File: src/rtl/tge_pkg.sv
package tge_pkg;
  // bit positions inside one cell field
  localparam int LEG_ONE  = 0;
  localparam int LEG_ZERO = 1;
  localparam int LEG_TWO  = 2;

  localparam logic [2:0] FIELD_ZERO = 3'b010;
  localparam logic [2:0] FIELD_ONE  = 3'b001;
  localparam logic [2:0] FIELD_TWO  = 3'b100;

  localparam logic [3:0] BRIDGE_POS = 4'b0011;
  localparam logic [3:0] BRIDGE_NEG = 4'b1100;

  typedef enum logic [1:0] {
    TDIG_0 = 2'd0,
    TDIG_1 = 2'd1,
    TDIG_2 = 2'd2
  } tdig_e;
endpackage

File: src/rtl/tge_mag_sat.sv
module tge_mag_sat #(
  parameter int LVL_W   = 10,
  parameter int MAG_W   = 8,
  parameter int MAX_MAG = 242
) (
  input  logic             clk,
  input  logic             rst_n,
  input  logic             stb_i,
  input  logic [LVL_W-1:0] lvl_i,
  output logic             s1_vld,
  output logic             s1_neg,
  output logic             s1_clamp,
  output logic [MAG_W-1:0] s1_mag
);
  logic             neg_d;
  logic [LVL_W-1:0] abs_d;
  logic             clamp_d;
  logic [MAG_W-1:0] mag_d;

  always_comb begin
    neg_d   = lvl_i[LVL_W-1];
    abs_d   = neg_d ? (~lvl_i + 1'b1) : lvl_i;
    clamp_d = (abs_d > LVL_W'(MAX_MAG));
    mag_d   = clamp_d ? MAG_W'(MAX_MAG) : abs_d[MAG_W-1:0];
  end

  always_ff @(posedge clk or negedge rst_n) begin
    if (!rst_n) begin
      s1_vld   <= 1'b0;
      s1_neg   <= 1'b0;
      s1_clamp <= 1'b0;
      s1_mag   <= '0;
    end else begin
      s1_vld <= stb_i;
      if (stb_i) begin
        s1_neg   <= neg_d;
        s1_clamp <= clamp_d;
        s1_mag   <= mag_d;
      end
    end
  end

  AST_MAG_RANGE: assert property (@(posedge clk) disable iff (!rst_n)
    s1_vld |-> (s1_mag <= MAG_W'(MAX_MAG)));
endmodule

File: src/rtl/tge_tern_digits.sv
module tge_tern_digits #(
  parameter int N_CELLS = 5,
  parameter int MAG_W   = 8
) (
  input  logic [MAG_W-1:0]     mag_i,
  output logic [2*N_CELLS-1:0] dig_o
);
  logic [MAG_W-1:0] quo [N_CELLS];

  assign quo[0] = mag_i;

  for (genvar i = 0; i < N_CELLS; i++) begin : g_dig
    assign dig_o[2*i +: 2] = 2'(quo[i] % MAG_W'(3));
    if (i < N_CELLS - 1) begin : g_div
      assign quo[i+1] = quo[i] / MAG_W'(3);
    end
  end
endmodule

File: src/rtl/tge_leg_select.sv
module tge_leg_select
  import tge_pkg::*;
#(
  parameter int N_CELLS = 5
) (
  input  logic [2*N_CELLS-1:0] dig_i,
  output logic [3*N_CELLS-1:0] field_o
);
  for (genvar j = 0; j < N_CELLS; j++) begin : g_cell
    tdig_e d;
    assign d = tdig_e'(dig_i[2*j +: 2]);
    always_comb begin
      case (d)
        TDIG_0:  field_o[3*j +: 3] = FIELD_ZERO;
        TDIG_1:  field_o[3*j +: 3] = FIELD_ONE;
        TDIG_2:  field_o[3*j +: 3] = FIELD_TWO;
        default: field_o[3*j +: 3] = 3'b000;
      endcase
    end
  end
endmodule

File: src/rtl/tern_gate_enc.sv
module tern_gate_enc
  import tge_pkg::*;
#(
  parameter int N_CELLS = 5,
  parameter int LVL_W   = 10
) (
  input  logic                 clk,
  input  logic                 rst_n,
  input  logic                 lvl_stb,
  input  logic [LVL_W-1:0]     lvl_req,
  output logic [3*N_CELLS-1:0] gate_cell,
  output logic [3:0]           gate_bridge,
  output logic                 clamp_flag
);
  localparam int MAX_MAG = 3**N_CELLS - 1;
  localparam int MAG_W   = $clog2(MAX_MAG + 1);
  localparam int CELL_W  = 3 * N_CELLS;

  logic             s1_vld, s1_neg, s1_clamp;
  logic [MAG_W-1:0] s1_mag;
  logic [2*N_CELLS-1:0] digits;
  logic [CELL_W-1:0]    fields;

  logic [CELL_W-1:0] cell_d;
  logic [3:0]        bridge_d;
  logic              clamp_d;

  tge_mag_sat #(.LVL_W(LVL_W), .MAG_W(MAG_W), .MAX_MAG(MAX_MAG)) u_sat (
    .clk      (clk),
    .rst_n    (rst_n),
    .stb_i    (lvl_stb),
    .lvl_i    (lvl_req),
    .s1_vld   (s1_vld),
    .s1_neg   (s1_neg),
    .s1_clamp (s1_clamp),
    .s1_mag   (s1_mag)
  );

  tge_tern_digits #(.N_CELLS(N_CELLS), .MAG_W(MAG_W)) u_dig (
    .mag_i (s1_mag),
    .dig_o (digits)
  );

  tge_leg_select #(.N_CELLS(N_CELLS)) u_leg (
    .dig_i   (digits),
    .field_o (fields)
  );

  always_comb begin
    cell_d   = gate_cell;
    bridge_d = gate_bridge;
    clamp_d  = 1'b0;
    if (s1_vld) begin
      cell_d   = fields;
      bridge_d = s1_neg ? BRIDGE_NEG : BRIDGE_POS;
      clamp_d  = s1_clamp;
    end
  end

  always_ff @(posedge clk or negedge rst_n) begin
    if (!rst_n) begin
      gate_cell   <= {N_CELLS{FIELD_ZERO}};
      gate_bridge <= BRIDGE_POS;
      clamp_flag  <= 1'b0;
    end else begin
      gate_cell   <= cell_d;
      gate_bridge <= bridge_d;
      clamp_flag  <= clamp_d;
    end
  end

  for (genvar j = 0; j < N_CELLS; j++) begin : g_chk
    AST_CELL_ONEHOT: assert property (@(posedge clk) disable iff (!rst_n)
      $countones(gate_cell[3*j +: 3]) == 1);
  end

  AST_BRIDGE_PAIR: assert property (@(posedge clk) disable iff (!rst_n)
    (gate_bridge == BRIDGE_POS) || (gate_bridge == BRIDGE_NEG));

  AST_HOLD_NO_STB: assert property (@(posedge clk) disable iff (!rst_n)
    !s1_vld |=> ($stable(gate_cell) && $stable(gate_bridge)));

  AST_CLAMP_PULSE: assert property (@(posedge clk) disable iff (!rst_n)
    clamp_flag |-> $past(s1_vld));

  AST_CLAMP_FULL: assert property (@(posedge clk) disable iff (!rst_n)
    clamp_flag |-> (gate_cell == {N_CELLS{FIELD_TWO}}));
endmodule

File: config.mk
export PLATFORM = sky130hd
export DESIGN_NAME = tern_gate_enc
export DESIGN_NICKNAME = d
export VERILOG_FILES = /design/src/rtl/tge_pkg.sv /design/src/rtl/tge_mag_sat.sv /design/src/rtl/tge_tern_digits.sv /design/src/rtl/tge_leg_select.sv /design/src/rtl/tern_gate_enc.sv
export SDC_FILE = /design/constraint.sdc
export NUM_CORES = 1
export LEC_CHECK = 0
export ABC_AREA = 1
export BUFFER_PORTS_ARGS = -buffer_cell sky130_fd_sc_hd__buf_2
export CAP_MARGIN = 20
export CORE_ASPECT_RATIO = 1.2
export CORE_MARGIN = 1.5
export CORE_UTILIZATION = 45
export CTS_CLUSTER_SIZE = 28
export DETAILED_ROUTE_END_ITERATION = 8
export PLACE_DENSITY = 0.64
export SYNTH_ARGS = -nofsm -noshare
export SYNTH_HDL_FRONTEND = slang
export SYNTH_SLANG_ARGS = --single-unit
File: constraint.sdc
create_clock -name clk -period 7.3 [get_ports clk]
set_clock_uncertainty 0.1 [all_clocks]
set_input_delay 0.73 -clock clk [delete_from_list [all_inputs] [get_ports clk]]
set_output_delay 0.73 -clock clk [all_outputs]
set_load 0.03 [all_outputs]
== Word-level counts from Yosys, hierarchy flattened ==
Cells that the tools add are included.
W data, S select, Z words.

* Input bits: 13
* Output and inout port bits: 20
* Bits in registers: 31
* Logic and storage cells: 43

* Bitwise operators: 1
* $lt $le $gt $ge: 1
* Equal/unequal tests: 10
* $add $sub $neg: 1
* Reductions and logical operators: 5
* Mux-type cells: 9
* Divide/modulo/power cells: 9

{| class="wikitable"
|+ Operators with widths
! operator !! number
|-
| $pmux W3 S3 || 5
|-
| $mod A8 B2 Y8 const B || 5
|-
| $div A8 B2 Y8 const B || 4
|-
| $add A10 B1 Y10 const B || 1
|-
| $eq A2 B1 Y1 const B || 5
|-
| $eq A2 B2 Y1 const B || 5
|-
| $gt A10 B8 Y1 const B || 1
|-
| $logic_not A2 Y1 || 5
|-
| $mux W10 || 1
|-
| $not A10 Y10 || 1
|-
| $mux W8 || 1
|-
| $mux W4 || 1
|-
| $mux W1 || 1
|}

== Depth between registers and ports, before layout ==
* Word-level depth: 7
* Depth in mapped cells: 70
* Depth with buffers taken out: 70

== By module ==
Synthesis repeated with hierarchy kept, for this count alone.

* Cells, all modules: 563
* Area total of the unflattened synthesis: 3,585.9 µm²

{| class="wikitable"
|+ Modules (own cells, without submodules)
! module !! area each (µm²) !! seq. area each (µm²) !! instances !! cells an instance
|-
| tge_tern_digits || 1,984.4 || 0.0 || 1 || 349
|-
| tge_mag_sat || 768.2 || 275.3 || 1 || 111
|-
| tern_gate_enc || 739.5 || 457.9 || 1 || 78
|-
| tge_leg_select || 93.8 || 0.0 || 1 || 25
|}

== Worst setup path after synthesis ==
OpenSTA, ideal clock, no wires.

* Kind: register to register
* Start: register u_sat.s1_mag[6]
* End: register gate_cell[14]
* Stages on the path, launching flop included: 70
* Period minus slack after synthesis: 8.030 ns
* Arrival: 7.812 ns
* Path slack: -0.730 ns
* Required time: 7.083 ns
* Path buffers: 0
* Setup time: 0.117 ns
* Cells stage by stage: dfrtp_1 -> inv_1 -> nand2_1 -> nand2_1 -> ha_1 -> inv_1 -> nand3_1 -> nand2_1 -> inv_2 -> o21ai_2 -> nand2_2 -> inv_2 -> nand2_4 -> nand2_4 -> nand2_1 -> nand2_1 -> inv_2 -> ha_1 -> (+34 left out) -> nand2_4 -> nand2_4 -> nand2_1 -> o21ai_0 -> inv_1 -> ha_1 -> a21oi_1 -> a21boi_0 -> nand4_1 -> nand3_1 -> nand2_1 -> ha_1 -> inv_1 -> nand2_4 -> nand2_1 -> nand2_1 -> nand3_1 -> nand2_1

* Longest elaborated chain between the ends: 7
* Elaborated cells on any way between the ends: 9
* Those cells by class: div: 5; eq/ne: 2; mux: 1; reduce/logical: 1

{| class="wikitable"
|+ RTL lines
! element !! RTL line !! text
|-
| start, declared || tge_mag_sat.sv:13 || <nowiki>output logic [MAG_W-1:0] s1_mag</nowiki>
|-
| start signal, assigned || tge_mag_sat.sv:38 || <nowiki>s1_mag <= mag_d;</nowiki>
|-
| $div A8 B2 Y8 (*) (4 in series) || tge_tern_digits.sv:15 || <nowiki>assign quo[i+1] = quo[i] / MAG_W'(3);</nowiki>
|-
| $mod A8 B2 Y8 (*) || tge_tern_digits.sv:13 || <nowiki>assign dig_o[2*i +: 2] = 2'(quo[i] % MAG_W'(3));</nowiki>
|-
| $eq A2 B2 Y1, or another cell as far along || tge_leg_select.sv:13 || <nowiki>case (d)</nowiki>
|-
| $pmux W3 S3 (*) || tge_leg_select.sv:13 ||
|-
| end signal, assigned || tern_gate_enc.sv:62 || <nowiki>gate_cell <= {N_CELLS{FIELD_ZERO}};</nowiki>
|-
| end signal, assigned || tern_gate_enc.sv:66 || <nowiki>gate_cell <= cell_d;</nowiki>
|-
| end, declared || tern_gate_enc.sv:11 || <nowiki>output logic [3*N_CELLS-1:0] gate_cell,</nowiki>
|}

Mark *: on every way between the ends. The rest lies on a longest branch, timed or not.
A chain may end at the register's enable or synchronous reset.

== Worst setup path after layout ==
* Start: register u_sat.s1_mag[7]
* End: register gate_cell[12]

Same word-level chain as after synthesis.

==> impl_results.md <==
- Syn_nets: 522
- Synth Instances: 485
- Number of antenna repair diodes: 0
- Initial antenna violation count: 0
- Drt first pass iters: 4
- Most frequent cells in the layout: nand2_1 (106), buf_4 (86), inv_1 (59)
- Post-synth top area share: 0.174
- Placeable Area: 7190 µm²
- Die Area: 7870 µm²
- Critical Path Max Stage Delay: 0.43 ns
- HP Class: register to register
- Syn avg cell area: 6.82 µm²
- Core Rows: 34
- Routed vias/inst: 4.92
- Final min period: 7.40 ns
- Seq/Total Area, Yosys: 0.222
- Critical path class: register to register
- FILL cells: 673
- Cell accounting for the most synthesized area: dfrtp_1
- Clk_lat worst skew: 0.27 ns
- Die X-Extent: 81.3 µm
- Vias in the first global route: 3323
- Data required, critical path: 7.36 ns
- Detailed Route WL: 7870 µm
- Fin util: 0.639
- H-tree depth: 2
- Largest net degree at the start of global routing: 30
- Area contributors post-synth: dfrtp_1 (17%), nand2_1 (14%), ha_1 (9.1%)
- Clock buffer count from CTS: 5
- Setup ws final: -0.0982 ns
- DR iter-0 viols: 87
- Synth cell types: 40
- Post-route ant nets: 0
- Fmax: 135 MHz
- Die Span Y: 96.9 µm
- Rel. slew slack: 0.572
- Ports: 33
- Hpwl dp: 6180 µm
- Placed cells: 670
- CP Launch Type: register
- # setup viols final: 3
- Cell Area, Synth: 3310 µm²
- Grt total ovfl: 0
- Vias: 3420
- Yosys warnings: 0
- Worst-Margin Slew: 0.642 ns
- Post-DR wirelength/cell: 11.3 µm
- Failing checks: negative setup slack
- Final period util: 1.01
- CTS Buffer Depth: 2
- Layout cells sized above 1: 0.436
- CTS tree: built
- Max Transition Viols Final: 0
- Commonest non-fill, non-tap cell in the layout: nand2_1
- Crit-path most repeated cell: nand2_2
- Worst setup EP type: register
- WP data arrival: 7.46 ns
- Area growth syn-to-layout: 38.9%
- DR DRC count: 0
- Root buffer cell: clkbuf_8
- Global-route wire length before repair: 13500 µm
- CP max FO: 5
- Starting Density: 0.460
- GRT Total Usage: 0.207
- Layout net count: 641
- Clock sinks: 29
- MaxCap Viol Count: 0
- Fin. Hold Viols: 0
- Routability cong.: 0.807
- Slowest stage cell, crit path: dfrtp_1
- RSZ-0062 raised after global routing: true
- # port buffers: 32
- Status: finished with violations
- Non-Filler Instances: 695
- Synth Register Bits: 29
- Clock-pin slew on the worst setup and hold paths: 0.06 ns
## worst max-delay path, delay by kind of cell, from the launching register on
family | cells | cell delay [ns]
AND/OR/NAND/NOR | 39 | 3.33
adder cells (fa/ha/maj) | 9 | 1.61
AO/OA/AOI/OAI | 6 | 0.70
buffers and inverters | 10 | 0.62
XOR/XNOR | 3 | 0.49
flip-flops | 1 | 0.43
## state kept, by name, indices dropped and copies added (netlist names)
name and flops:
clamp_flag 1, gate_bridge 2, u_sat.s1_neg 1, u_sat.s1_vld 1, gate_cell 15, u_sat.s1_clamp 1, u_sat.s1_mag 8
## Yosys cell counts (all sizes together)
| library cell | instances |
|---|---|
| nand3b | 2 |
| dfrtp | 23 |
| dfstp | 6 |
| o21bai | 1 |
| o31ai | 3 |
| nand4 | 8 |
| or2 | 3 |
| buf | 3 |
| nand2 | 155 |
| o21ai | 28 |
| inv | 78 |
| o22ai | 5 |
| nor2 | 41 |
| mux2i | 2 |
| xor2 | 15 |
| ha | 24 |
| o21a | 2 |
| clkbuf | 3 |
| a21boi | 3 |
| a21oi | 14 |
| a21o | 1 |
| xnor2 | 3 |
| nand3 | 52 |
| nor3 | 10 |
## stage by stage
step | TNS, ns | setup slack [ns] | hold slack [ns] | area (µm²)
finish | -0.248 | -0.0982 | 0.366 | 4590
global route | -3.36 | -0.660 | 0.391 | 4590
CTS | 0 | 0.000109 | 0.372 | 4430
detailed placement | -0.621 | -0.193 | 0.356 | 4180
global placement | 0 | 0.0343 | 0.351 | 4180
floorplan | -0.227 | -0.0912 | 0.327 | 3420
## logic make-up (layout without fill, tap and decap cells)
group / count (synthesis) / count (layout) / share of synthesized area
simple gates: 271 / 271 / 0.428
buf+inv: 84 / 204 / 0.0980
compound gates: 57 / 57 / 0.101
flops: 29 / 29 / 0.222
fa+ha+maj: 24 / 24 / 0.0908
xor+xnor: 18 / 18 / 0.0499
mux: 2 / 2 / 0.00984
## metal layers
layer | up-vias | GRT usage | part of all wire
li1 | 1795 | - | -
met1 | 1580 | 0.231 | 0.43
met2 | 37 | 0.411 | 0.54
met3 | 8 | 0.0208 | 0.014
met4 | 0 | 0.0318 | 0.0086
met5 | - | 0 | 0
## area by class of cell
cell class                      count  area [µm²]  area share
Sequential cell                    29         736       0.160
Multi-Input combinational cell    372        2510       0.547
Timing Repair Buffer              118         806       0.175
Inverter                           78         310      0.0675
Tap cell                           90         113      0.0245
Clock buffer                        7        86.3      0.0188
Clock inverter                      1        30.0     0.00654
## timing repair
action	in CTS	in global routing
pin swaps	22	40
hold buffers	0	0
setup buffers	7	10
setup endpoints to repair	4	6
resized for setup	21	26
## worst paths after layout
| path | startpoint | slack [ns] | end | depth (start not counted) |
|---|---|---|---|---|
| min in group asynchronous | rst_n | 0.38 | gate_cell[14] | 1 |
| max in group asynchronous | rst_n | 6.26 | u_sat.s1_mag[6] | 1 |
| setup reg to reg | u_sat.s1_mag[7] | -0.1 | gate_cell[12] | 67 |
| hold / removal | gate_cell[13] | 0.37 | gate_cell[13] | 2 |
| setup / recovery | u_sat.s1_mag[7] | -0.1 | gate_cell[12] | 67 |
| hold reg to reg | gate_cell[13] | 0.37 | gate_cell[13] | 2 |
Power is not shown: default switching activity piles up to over one toggle a cycle in this logic, so the estimate is an artifact.
